===== config.mk =====
export PLATFORM = sky130hd
export DESIGN_NAME = rtc_bcd_clock
export DESIGN_NICKNAME = d
export VERILOG_FILES = /design/src/rtl/rtc_cal_pkg.sv /design/src/rtl/rtc_prescaler.sv /design/src/rtl/rtc_calendar.sv /design/src/rtl/rtc_event_flags.sv /design/src/rtl/rtc_bcd_clock.sv
export SDC_FILE = /design/constraint.sdc
export NUM_CORES = 1
export LEC_CHECK = 0
export BUFFER_PORTS_ARGS = -buffer_cell sky130_fd_sc_hd__buf_2
export CAP_MARGIN = 40
export CORE_MARGIN = 2
export CORE_UTILIZATION = 30
export CTS_CLUSTER_SIZE = 20
export DETAILED_ROUTE_END_ITERATION = 10
export PLACE_DENSITY_LB_ADDON = 0.08
export SLEW_MARGIN = 20
export SYNTH_ARGS = -nofsm -noshare
export SYNTH_HDL_FRONTEND = slang
export SYNTH_SLANG_ARGS = --single-unit

===== constraint.sdc =====
create_clock -name clk_i -period 4.4 [get_ports clk_i]
set_clock_uncertainty 0.15 [all_clocks]
set_input_delay 1.32 -clock clk_i [delete_from_list [all_inputs] [get_ports clk_i]]
set_output_delay 1.32 -clock clk_i [all_outputs]
set_load 0.01 [all_outputs]

===== src/rtl/rtc_cal_pkg.sv =====
package rtc_cal_pkg;
  localparam int FLD_W = 8;
  localparam int NEVT  = 4;

  localparam logic [7:0] OFS_SEC  = 8'h00;
  localparam logic [7:0] OFS_MIN  = 8'h04;
  localparam logic [7:0] OFS_HOUR = 8'h08;
  localparam logic [7:0] OFS_DAY  = 8'h0C;
  localparam logic [7:0] OFS_MON  = 8'h10;
  localparam logic [7:0] OFS_YEAR = 8'h14;
  localparam logic [7:0] OFS_CTRL = 8'h40;
  localparam logic [7:0] OFS_STAT = 8'h44;

  localparam int ST_BUSY = 0;
  localparam int ST_RUN  = 1;
  localparam int ST_EVT0 = 2;

  typedef enum logic [2:0] {
    F_SEC = 3'd0, F_MIN = 3'd1, F_HOUR = 3'd2,
    F_DAY = 3'd3, F_MON = 3'd4, F_YEAR = 3'd5
  } fld_e;

  typedef struct packed {
    logic [FLD_W-1:0] year;
    logic [FLD_W-1:0] mon;
    logic [FLD_W-1:0] day;
    logic [FLD_W-1:0] hour;
    logic [FLD_W-1:0] min;
    logic [FLD_W-1:0] sec;
  } cal_t;

  function automatic logic [7:0] bcd_inc(input logic [7:0] v);
    return (v[3:0] == 4'd9) ? {v[7:4] + 4'd1, 4'd0} : {v[7:4], v[3:0] + 4'd1};
  endfunction

  // divisible by 4 in BCD: tens even -> units 0/4/8, tens odd -> units 2/6
  function automatic logic bcd_leap(input logic [7:0] y);
    if (y[4]) return (y[3:0] == 4'd2) || (y[3:0] == 4'd6);
    return (y[3:0] == 4'd0) || (y[3:0] == 4'd4) || (y[3:0] == 4'd8);
  endfunction

  function automatic logic [7:0] month_end(input logic [7:0] m, input logic [7:0] y);
    case (m)
      8'h02:                      return bcd_leap(y) ? 8'h29 : 8'h28;
      8'h04, 8'h06, 8'h09, 8'h11: return 8'h30;
      default:                    return 8'h31;
    endcase
  endfunction
endpackage


===== src/rtl/rtc_prescaler.sv =====
module rtc_prescaler #(
  parameter int DIV = 32768
) (
  input  logic clk_i,
  input  logic rst_ni,
  input  logic run_i,
  input  logic tick_en_i,
  output logic busy_o,
  output logic sec_tick_o
);
  localparam int CW = (DIV > 2) ? $clog2(DIV) : 1;
  localparam logic [CW-1:0] LAST = CW'(DIV - 1);

  logic [CW-1:0] cnt_q;

  always_ff @(posedge clk_i or negedge rst_ni) begin
    if (!rst_ni)        cnt_q <= '0;
    else if (!run_i)    cnt_q <= '0;
    else if (tick_en_i) cnt_q <= (cnt_q == LAST) ? '0 : cnt_q + CW'(1);
  end

  assign busy_o     = run_i && (cnt_q == LAST);
  assign sec_tick_o = busy_o && tick_en_i;


  stop_clears_chk: assert property (@(posedge clk_i) disable iff (!rst_ni)
    !run_i |=> (cnt_q == '0));

  tick_restart_chk: assert property (@(posedge clk_i) disable iff (!rst_ni)
    sec_tick_o |=> !busy_o);

  count_step_chk: assert property (@(posedge clk_i) disable iff (!rst_ni)
    (run_i && tick_en_i && (cnt_q != LAST)) |=> (cnt_q == $past(cnt_q) + CW'(1)));
endmodule


===== src/rtl/rtc_calendar.sv =====
module rtc_calendar
  import rtc_cal_pkg::*;
(
  input  logic            clk_i,
  input  logic            rst_ni,
  input  logic            sec_tick_i,
  input  logic            wr_i,
  input  fld_e            wr_fld_i,
  input  logic [7:0]      wdata_i,
  output cal_t            cal_o,
  output logic [NEVT-1:0] evt_o
);
  cal_t cal_q, cal_d;
  logic c_sec, c_min, c_hour, c_day, c_mon;

  always_comb begin
    c_sec  = sec_tick_i && (cal_q.sec == 8'h59);
    c_min  = c_sec && (cal_q.min == 8'h59);
    c_hour = c_min && (cal_q.hour == 8'h23);
    c_day  = c_hour && (cal_q.day == month_end(cal_q.mon, cal_q.year));
    c_mon  = c_day && (cal_q.mon == 8'h12);

    cal_d = cal_q;
    if (sec_tick_i) cal_d.sec  = c_sec  ? 8'h00 : bcd_inc(cal_q.sec);
    if (c_sec)      cal_d.min  = c_min  ? 8'h00 : bcd_inc(cal_q.min);
    if (c_min)      cal_d.hour = c_hour ? 8'h00 : bcd_inc(cal_q.hour);
    if (c_hour)     cal_d.day  = c_day  ? 8'h01 : bcd_inc(cal_q.day);
    if (c_day)      cal_d.mon  = c_mon  ? 8'h01 : bcd_inc(cal_q.mon);
    if (c_mon)      cal_d.year = (cal_q.year == 8'h99) ? 8'h00 : bcd_inc(cal_q.year);

    // host load wins for its own field only
    if (wr_i) begin
      case (wr_fld_i)
        F_SEC:   cal_d.sec  = wdata_i;
        F_MIN:   cal_d.min  = wdata_i;
        F_HOUR:  cal_d.hour = wdata_i;
        F_DAY:   cal_d.day  = wdata_i;
        F_MON:   cal_d.mon  = wdata_i;
        default: cal_d.year = wdata_i;
      endcase
    end
  end

  always_ff @(posedge clk_i or negedge rst_ni) begin
    if (!rst_ni) cal_q <= '{year: 8'h00, mon: 8'h01, day: 8'h01, hour: 8'h00, min: 8'h00, sec: 8'h00};
    else         cal_q <= cal_d;
  end

  assign cal_o = cal_q;
  assign evt_o = {c_hour, c_min, c_sec, sec_tick_i};


  hold_chk: assert property (@(posedge clk_i) disable iff (!rst_ni)
    (!sec_tick_i && !wr_i) |=> $stable(cal_q));

  sec_wrap_chk: assert property (@(posedge clk_i) disable iff (!rst_ni)
    (sec_tick_i && !wr_i && (cal_q.sec == 8'h59)) |=> (cal_q.sec == 8'h00));

  hour_wrap_chk: assert property (@(posedge clk_i) disable iff (!rst_ni)
    (c_hour && !wr_i) |=> (cal_q.hour == 8'h00));
endmodule


===== src/rtl/rtc_event_flags.sv =====
module rtc_event_flags #(
  parameter int N = 4
) (
  input  logic         clk_i,
  input  logic         rst_ni,
  input  logic [N-1:0] evt_i,
  input  logic         clr_i,
  input  logic [N-1:0] clr_mask_i,
  output logic [N-1:0] flags_o
);
  for (genvar k = 0; k < N; k++) begin : g_flag
    logic flag_q;
    always_ff @(posedge clk_i or negedge rst_ni) begin
      if (!rst_ni)                    flag_q <= 1'b0;
      else if (evt_i[k])              flag_q <= 1'b1;
      else if (clr_i && clr_mask_i[k]) flag_q <= 1'b0;
    end
    assign flags_o[k] = flag_q;


    evt_sets_chk: assert property (@(posedge clk_i) disable iff (!rst_ni)
      evt_i[k] |=> flag_q);

    sticky_chk: assert property (@(posedge clk_i) disable iff (!rst_ni)
      (flag_q && !(clr_i && clr_mask_i[k])) |=> flag_q);
  end
endmodule


===== src/rtl/rtc_bcd_clock.sv =====
module rtc_bcd_clock
  import rtc_cal_pkg::*;
#(
  parameter int TICK_DIV = 32768,
  parameter int AW       = 8
) (
  input  logic          clk_i,
  input  logic          rst_ni,
  input  logic          tick_en_i,
  input  logic          wr_en_i,
  input  logic [AW-1:0] addr_i,
  input  logic [7:0]    wdata_i,
  output logic [7:0]    rdata_o
);
  localparam logic [AW-1:0] A_LIM  = AW'(OFS_YEAR);
  localparam logic [AW-1:0] A_CTRL = AW'(OFS_CTRL);
  localparam logic [AW-1:0] A_STAT = AW'(OFS_STAT);

  logic            run_q, busy, sec_tick;
  logic            fld_hit, fld_wr, stat_wr;
  fld_e            fld;
  cal_t            cal;
  logic [NEVT-1:0] evt, flags;

  assign fld_hit = (addr_i <= A_LIM) && (addr_i[1:0] == 2'b00);
  assign fld     = fld_e'(addr_i[4:2]);
  assign fld_wr  = wr_en_i && fld_hit;
  assign stat_wr = wr_en_i && (addr_i == A_STAT);

  always_ff @(posedge clk_i or negedge rst_ni) begin
    if (!rst_ni)                              run_q <= 1'b0;
    else if (wr_en_i && (addr_i == A_CTRL))   run_q <= wdata_i[0];
  end

  rtc_prescaler #(.DIV(TICK_DIV)) u_pre (
    .clk_i, .rst_ni, .run_i(run_q), .tick_en_i,
    .busy_o(busy), .sec_tick_o(sec_tick)
  );

  rtc_calendar u_cal (
    .clk_i, .rst_ni, .sec_tick_i(sec_tick), .wr_i(fld_wr),
    .wr_fld_i(fld), .wdata_i, .cal_o(cal), .evt_o(evt)
  );

  rtc_event_flags #(.N(NEVT)) u_flags (
    .clk_i, .rst_ni, .evt_i(evt), .clr_i(stat_wr),
    .clr_mask_i(wdata_i[ST_EVT0 +: NEVT]), .flags_o(flags)
  );

  always_comb begin
    rdata_o = 8'h00;
    if (fld_hit) begin
      case (fld)
        F_SEC:   rdata_o = cal.sec;
        F_MIN:   rdata_o = cal.min;
        F_HOUR:  rdata_o = cal.hour;
        F_DAY:   rdata_o = cal.day;
        F_MON:   rdata_o = cal.mon;
        default: rdata_o = cal.year;
      endcase
    end else if (addr_i == A_CTRL) begin
      rdata_o[0] = run_q;
    end else if (addr_i == A_STAT) begin
      rdata_o[ST_BUSY]            = busy;
      rdata_o[ST_RUN]             = run_q;
      rdata_o[ST_EVT0 +: NEVT]    = flags;
    end
  end


  no_busy_stopped_chk: assert property (@(posedge clk_i) disable iff (!rst_ni)
    (!run_q && !(wr_en_i && (addr_i == A_CTRL))) |=> !busy);
endmodule


## Word-level counts from Yosys, hierarchy flattened

Cells that the tools add are included.

- Shift-type cells: 0
- Reduce and logical (&&, ||, !) cells: 27
- Add/subtract/negate cells: 13
- $lt $le $gt $ge: 1
- Div/mod/pow operators: 0
- Equal/unequal tests: 29
- Multiplexer cells: 49
- Bitwise gates (word level): 0
- Multiply operators: 0

Operators by type and width:

| cell | count |
|---|---|
| 8-bit 2-to-1 mux | 24 |
| 4-bit by 1-bit adder with 4-bit output (second input constant) | 12 |
| 48-bit 2-to-1 mux | 1 |
| 15-bit 2-to-1 mux | 3 |
| 8-bit case mux with 5 select lines | 1 |
| 8-bit by 7-bit == test with 1-bit output (second input constant) | 4 |
| 4-bit == test (second input constant) | 7 |
| 8-bit by 3-bit == test with 1-bit output (second input constant) | 2 |
| 8-bit by 5-bit == test with 1-bit output (second input constant) | 2 |
| 8-bit case mux with 2 select lines | 1 |
| 15-bit by 1-bit adder with 15-bit output (second input constant) | 1 |
| 15-bit == test (second input constant) | 1 |
| 1-bit logical AND | 15 |
| 1-bit 2-to-1 mux | 15 |
| 6-bit 2-to-1 mux | 2 |
| 4-bit by 3-bit == test with 1-bit output (second input constant) | 2 |
| 8-bit by 2-bit == test with 1-bit output (second input constant) | 1 |
| 8-bit by 4-bit == test with 1-bit output (second input constant) | 1 |
| 8-bit by 6-bit == test with 1-bit output (second input constant) | 1 |
| 8-bit == test | 1 |
| 8-bit == test (second input constant) | 1 |
| 8-bit by 5-bit <= comparator with 1-bit output (second input constant) | 1 |
| 2-bit nonzero test | 4 |
| 3-bit by 2-bit == test with 1-bit output (second input constant) | 2 |
| 12 further kinds | 14 |

- Bits in latches: 0
- Input bits: 20
- Logic and storage cells: 131
- Output and inout port bits: 8
- RAM bits: 0
- Bits in read-only memories: 0
- Memories kept: 0
- Register bits: 68

## Depth between registers and ports, before layout

- Depth after elaboration: 14
- Gate-level depth with buffers: 10
- Gate-level depth less buffers: 9

## Hierarchy

From an unflattened synthesis, not the netlist that was laid out.

- Cell total of the unflattened synthesis: 603
- Area total of the unflattened synthesis: 5152.4 µm²

Modules (own cells, without submodules):

| module | area an instance (µm²) | cells each | seq. area each (µm²) | times used |
|---|---|---|---|---|
| rtc_calendar | 3464.6 | 399 | 1203.7 | 1 |
| rtc_prescaler | 833.3 | 87 | 375.4 | 1 |
| rtc_bcd_clock | 679.4 | 101 | 25.0 | 1 |
| rtc_event_flags | 175.2 | 16 | 100.1 | 1 |

## Worst setup path after synthesis

OpenSTA, ideal clock, no wires.

- Kind: input-to-output
- Start: in addr_i[1]
- End: out rdata_o[5]
- Buffers on the path: 1
- Arrival: 2.892 ns
- Path slack: 0.038 ns
- Data required time: 2.930 ns
- Stages: 6
- Cell sequence: or4_1 nor4b_1 and2_1 clkbuf_1 nand2_1 o21ai_0

- Cells in the longest elaborated chain, start to end: 4
- Elaborated cells on any way between the ends: 8
- Those cells by class: 1 x order compare; 2 x eq/ne; 3 x mux; 2 x reduce/logical

Ends and longest elaborated chain:

| what | line | source |
|---|---|---|
| start, declared | rtc_bcd_clock.sv:11 | `input logic [AW-1:0] addr_i,` |
| parallel branches: the longest is 3 deep, another holds 8-bit by 5-bit <= comparator with 1-bit output | n/a |  |
| 6-bit 2-to-1 mux * | rtc_bcd_clock.sv:52 | `if (fld_hit) begin` |
| end, declared | rtc_bcd_clock.sv:13 | `output logic [7:0] rdata_o` |

Mark *: on every way between the ends.

## Worst setup path after layout

- Start: in addr_i[5]
- End: out rdata_o[2]

Same word-level chain as after synthesis.

==> implementation parameters <==
Parameter                              Value

Critical path
  Family with the most delay on the worst path ... simple AND/OR/NAND/NOR gates
  Category of the worst setup path launch point ... primary input
  Cell mode on critical path ... buf_6
  Slowest cell on the critical path ... or4_4
  Number of buffer and inverter instances along the worst setup path ... 4
  Kind of critical path ... in2out
  Crit path required time ... 2.93 ns
  Critical path, cell by cell ... buf_6 -> or4_4 -> nor4b_4 -> buf_4 -> and2_4 -> buf_6 -> o2bb2ai_4 -> buf_6
  Max FO, Critical Path ... 5
  Capturing element type of the critical path ... output pin
  Critical path depth ... 8
  Data arrival at the endpoint of the critical path ... 2.92 ns
  Worst r2r path cells ... 9
  Largest stage delay on the critical path ... 0.55 ns

Timing
  Worst Max-Slew Pin Slew ... 0.668 ns
  Setup repair after global routing missed its margin ... true
  Final critical-path setup slack ... 0.0133 ns
  Worst max-slew margin expressed relative to the limit ... 54.9%
  Count of pins over their slew limit ... 0
  Total setup violations reported at the end of the flow ... 0
  Min Tclk post-route ... 4.39 ns
  Final clock period utilization by the worst path ... 99.7%
  Final-report hold violation count ... 0
  Maximum clock rate ... 0.228 GHz

Floorplanning
  Die W ... 129 µm
  Effective utilization at floorplan ... 30.8%
  Number of primary I/O pins ... 28
  Core Box Area ... 0.0153 mm²
  Floorplan row count ... 45
  DIE AREA ... 0.0168 mm²
  Chip Height ... 129 µm

Synthesis
  Post-synthesis sequential element count ... 68
  Warnings, synthesis ... 0
  Proportion of register bits with asynchronous set or reset after synthesis ... 100%
  Top_reg_cell synth ... dfrtp_1
  Share of synthesized area occupied by flip-flops and latches ... 36.1%
  Cell variety after synth ... 63
  Total nets after synthesis ... 615
  Synth Instances ... 574
  Netlist Area Pre-Place ... 0.00472 mm²
  Number of flops mapped to enable cells by yosys ... 0
  Per-instance average area after synthesis ... 8.22 µm²

CTS
  Clock tree root buffer cell ... clkbuf_16
  Clock Pin Slew Worst Setup and Hold Paths ... 0.06 ns
  Number of buffers added to fix hold violations after cts ... 0
  TritonCTS sink count ... 68
  Number of buffers on the longest clock path ... 2
  TritonCTS clock tree ... built
  Clock latency reported for the late side of the worst-skew pair ... 0.34 ns
  Number of levels in the clock H-tree ... 3
  Total clock buffers created by CTS ... 9

Min path
  Hold Crit Class ... reg2reg
  Worst Hold Path Cells ... 2

Global route
  Largest net degree at the start of global routing ... 69
  Antenna violations before repair ... 0
  Total GRT Usage ... 20.5%
  First-pass GRT wire length ... 25,600 µm
  Overflow after GRT ... 0
  Vias in the first global route ... 4,389

Place
  Area of placed instances ... 0.00525 mm²
  Setup slack at placement ... -0.145 ns
  Final weighted congestion in routability-driven placement ... 0.888
  Half-perimeter wire length after placement ... 11,700 µm
  Number of buffers added on ports ... 27

Final layout
  Final design area excluding fillers ... 0.00565 mm²
  Proportion of layout cells with a drive suffix above 1 ... 15.9%
  P&R area growth vs syn ... 19.6%
  # diodes ... 0
  Nets ... 658
  Filler Cells Inserted ... 1,641

Routing
  Routed length on met3 ... 670 µm
  Topmost layer with routed signal wires ... met4
  Drt wl/cell ... 19.4 µm
  Detailed router's first-iteration violation count ... 261
  Post-detailed-route count of antenna-violating nets ... 0
  Total length of routed met2 wires ... 7210 µm
  Sum of routed wire length over all layers ... 16,200 µm
  Met1 layer wirelength in the final routing ... 7880 µm
  Via density per instance ... 5.41
  Total vias in the final route ... 4,505
  Remaining DRCs ... 0
  First-pass iteration count of the detailed router ... 5

Power
  Total power per unit cell area ... 295 mW/mm²
  Power consumption ... 1670 µW
  LEAKAGE ... 0.00233 µW
  Maximum ir drop on the vdd rail ... 0.182 mV

Outcome
  Status ... completed

Job
  MaxCap Viol Count ... 0
[synthesized netlist by cell type, drive strengths merged, types with 10 or more instances]
cell type	instances	area share, %
inv	23	1.8
o21ai	41	4.3
nand2	64	5.1
nor2	58	4.6
a21oi	42	4.5
xor2	10	1.9
xnor2	13	2.4
clkbuf	20	1.6
dfrtp	66	35
nand4	12	1.6
nand3	27	2.9
ha	21	5.6
nor3	22	2.4
[flip-flops by register name, indices dropped and copies added (netlist names)]
register / cells
run_q: 1
u_cal.cal_o: 48
u_flags.g_flag.flag_q: 4
u_pre.cnt_q: 15
[worst min-delay path, stage by stage, from the launching register on]
cell     delay, ns
dfrtp_1       0.35
nand2_1       0.05
nand2_1       0.06
[cells by family after synthesis]
family,Yosys count,synth area share [%]
AO/OA/AOI/OAI,143,19.0
XOR/XNOR,23,4.27
multiplexers,14,3.34
adder cells (fa/ha/maj),21,5.57
flip-flops,68,36.1
buffers and inverters,49,4.11
AND/OR/NAND/NOR,256,27.6
[per-stage QoR]
| stage | hold slack, ns | std cells | utilization, % | setup TNS [ns] |
|---|---|---|---|---|
| 3_5_place_dp | 0.321 | 815 | 34.3 | -0.441 |
| 2_1_floorplan | 0.295 | 574 | - | 0 |
| 3_3_place_gp | 0.319 | 815 | 34.3 | -0.352 |
| 4_1_cts | 0.332 | 832 | 36.3 | -0.0226 |
| 6_report | 0.340 | 833 | 36.9 | 0 |
| 5_1_grt | 0.383 | 833 | 36.9 | -0.0235 |
[metal layers]
layer	track usage (%)	vias up
li1	-	2175
met5	0	-
met1	28.3	2207
met3	4.25	25
met2	31.3	98
met4	7.97	0
[what timing repair did]
item                                    4_1_cts  5_1_grt
pin swaps                                     1        4
endpoints found under the setup margin        5        6
gates resized for setup                       5       16
buffers inserted                              1        1
[power breakdown]
part / internal, µW / switching (µW) / total [µW]
logic: 88.9 / 125 / 214
registers: 660 / 68.1 / 728
clock network: 436 / 288 / 724
[worst paths after layout]
path | from | to | slack, ns
min | u_flags.g_flag[3].flag_q$_DFFE_PN0P_ | u_flags.g_flag[3].flag_q$_DFFE_PN0P_ | 0.34
max reg2reg | u_cal.cal_o[37]$_DFF_PN0_ | u_cal.cal_o[45]$_DFF_PN0_ | 0.94
max | addr_i[5] | rdata_o[2] | 0.01
min reg2reg | u_flags.g_flag[3].flag_q$_DFFE_PN0P_ | u_flags.g_flag[3].flag_q$_DFFE_PN0P_ | 0.34
max in group asynchronous | rst_ni | u_cal.cal_o[32]$_DFF_PN1_ | 2.91
min in group asynchronous | rst_ni | u_cal.cal_o[10]$_DFF_PN0_ | 0.85
[cell type report]
| class | instances | area (µm²) | share of cell area (%) |
|---|---|---|---|
| Multi-Input combinational cell | 457 | 2900 | 51.3 |
| Sequential cell | 68 | 1700 | 30.2 |
| Timing Repair Buffer | 58 | 409 | 7.25 |
| Tap cell | 211 | 264 | 4.68 |
| Clock buffer | 11 | 233 | 4.12 |
| Inverter | 23 | 86.3 | 1.53 |
| Clock inverter | 5 | 52.6 | 0.931 |
[cell usage in the layout, fill, tap and decap left out, types with 4 or more instances in the layout]
cell type / Yosys / layout
clkbuf_16: 0 / 9
mux2_2: 4 / 4
nand2_1: 64 / 60
o21ai_0: 40 / 38
nand3b_1: 9 / 9
buf_2: 2 / 23
nor2b_1: 8 / 8
buf_4: 0 / 29
nand2b_1: 7 / 7
nor4_1: 8 / 7
or3_1: 5 / 5
a31oi_1: 8 / 8
nor2_1: 58 / 58
dfrtp_1: 66 / 66
o211ai_1: 7 / 7
nand2_2: 0 / 4
nor3_1: 21 / 20
buf_6: 1 / 5
nor4b_1: 6 / 5
ha_1: 21 / 21
nand4_1: 12 / 12
o31a_1: 4 / 4
a211o_1: 4 / 4
xor2_1: 10 / 10
o21a_1: 6 / 6
xnor2_1: 13 / 13
inv_1: 23 / 23
mux2i_1: 9 / 9
and2_1: 6 / 5
and4_1: 5 / 5
a22o_1: 5 / 5
a21oi_1: 42 / 42
nand3_1: 27 / 27
o22ai_1: 4 / 4
(Power assumes the default switching activity.)
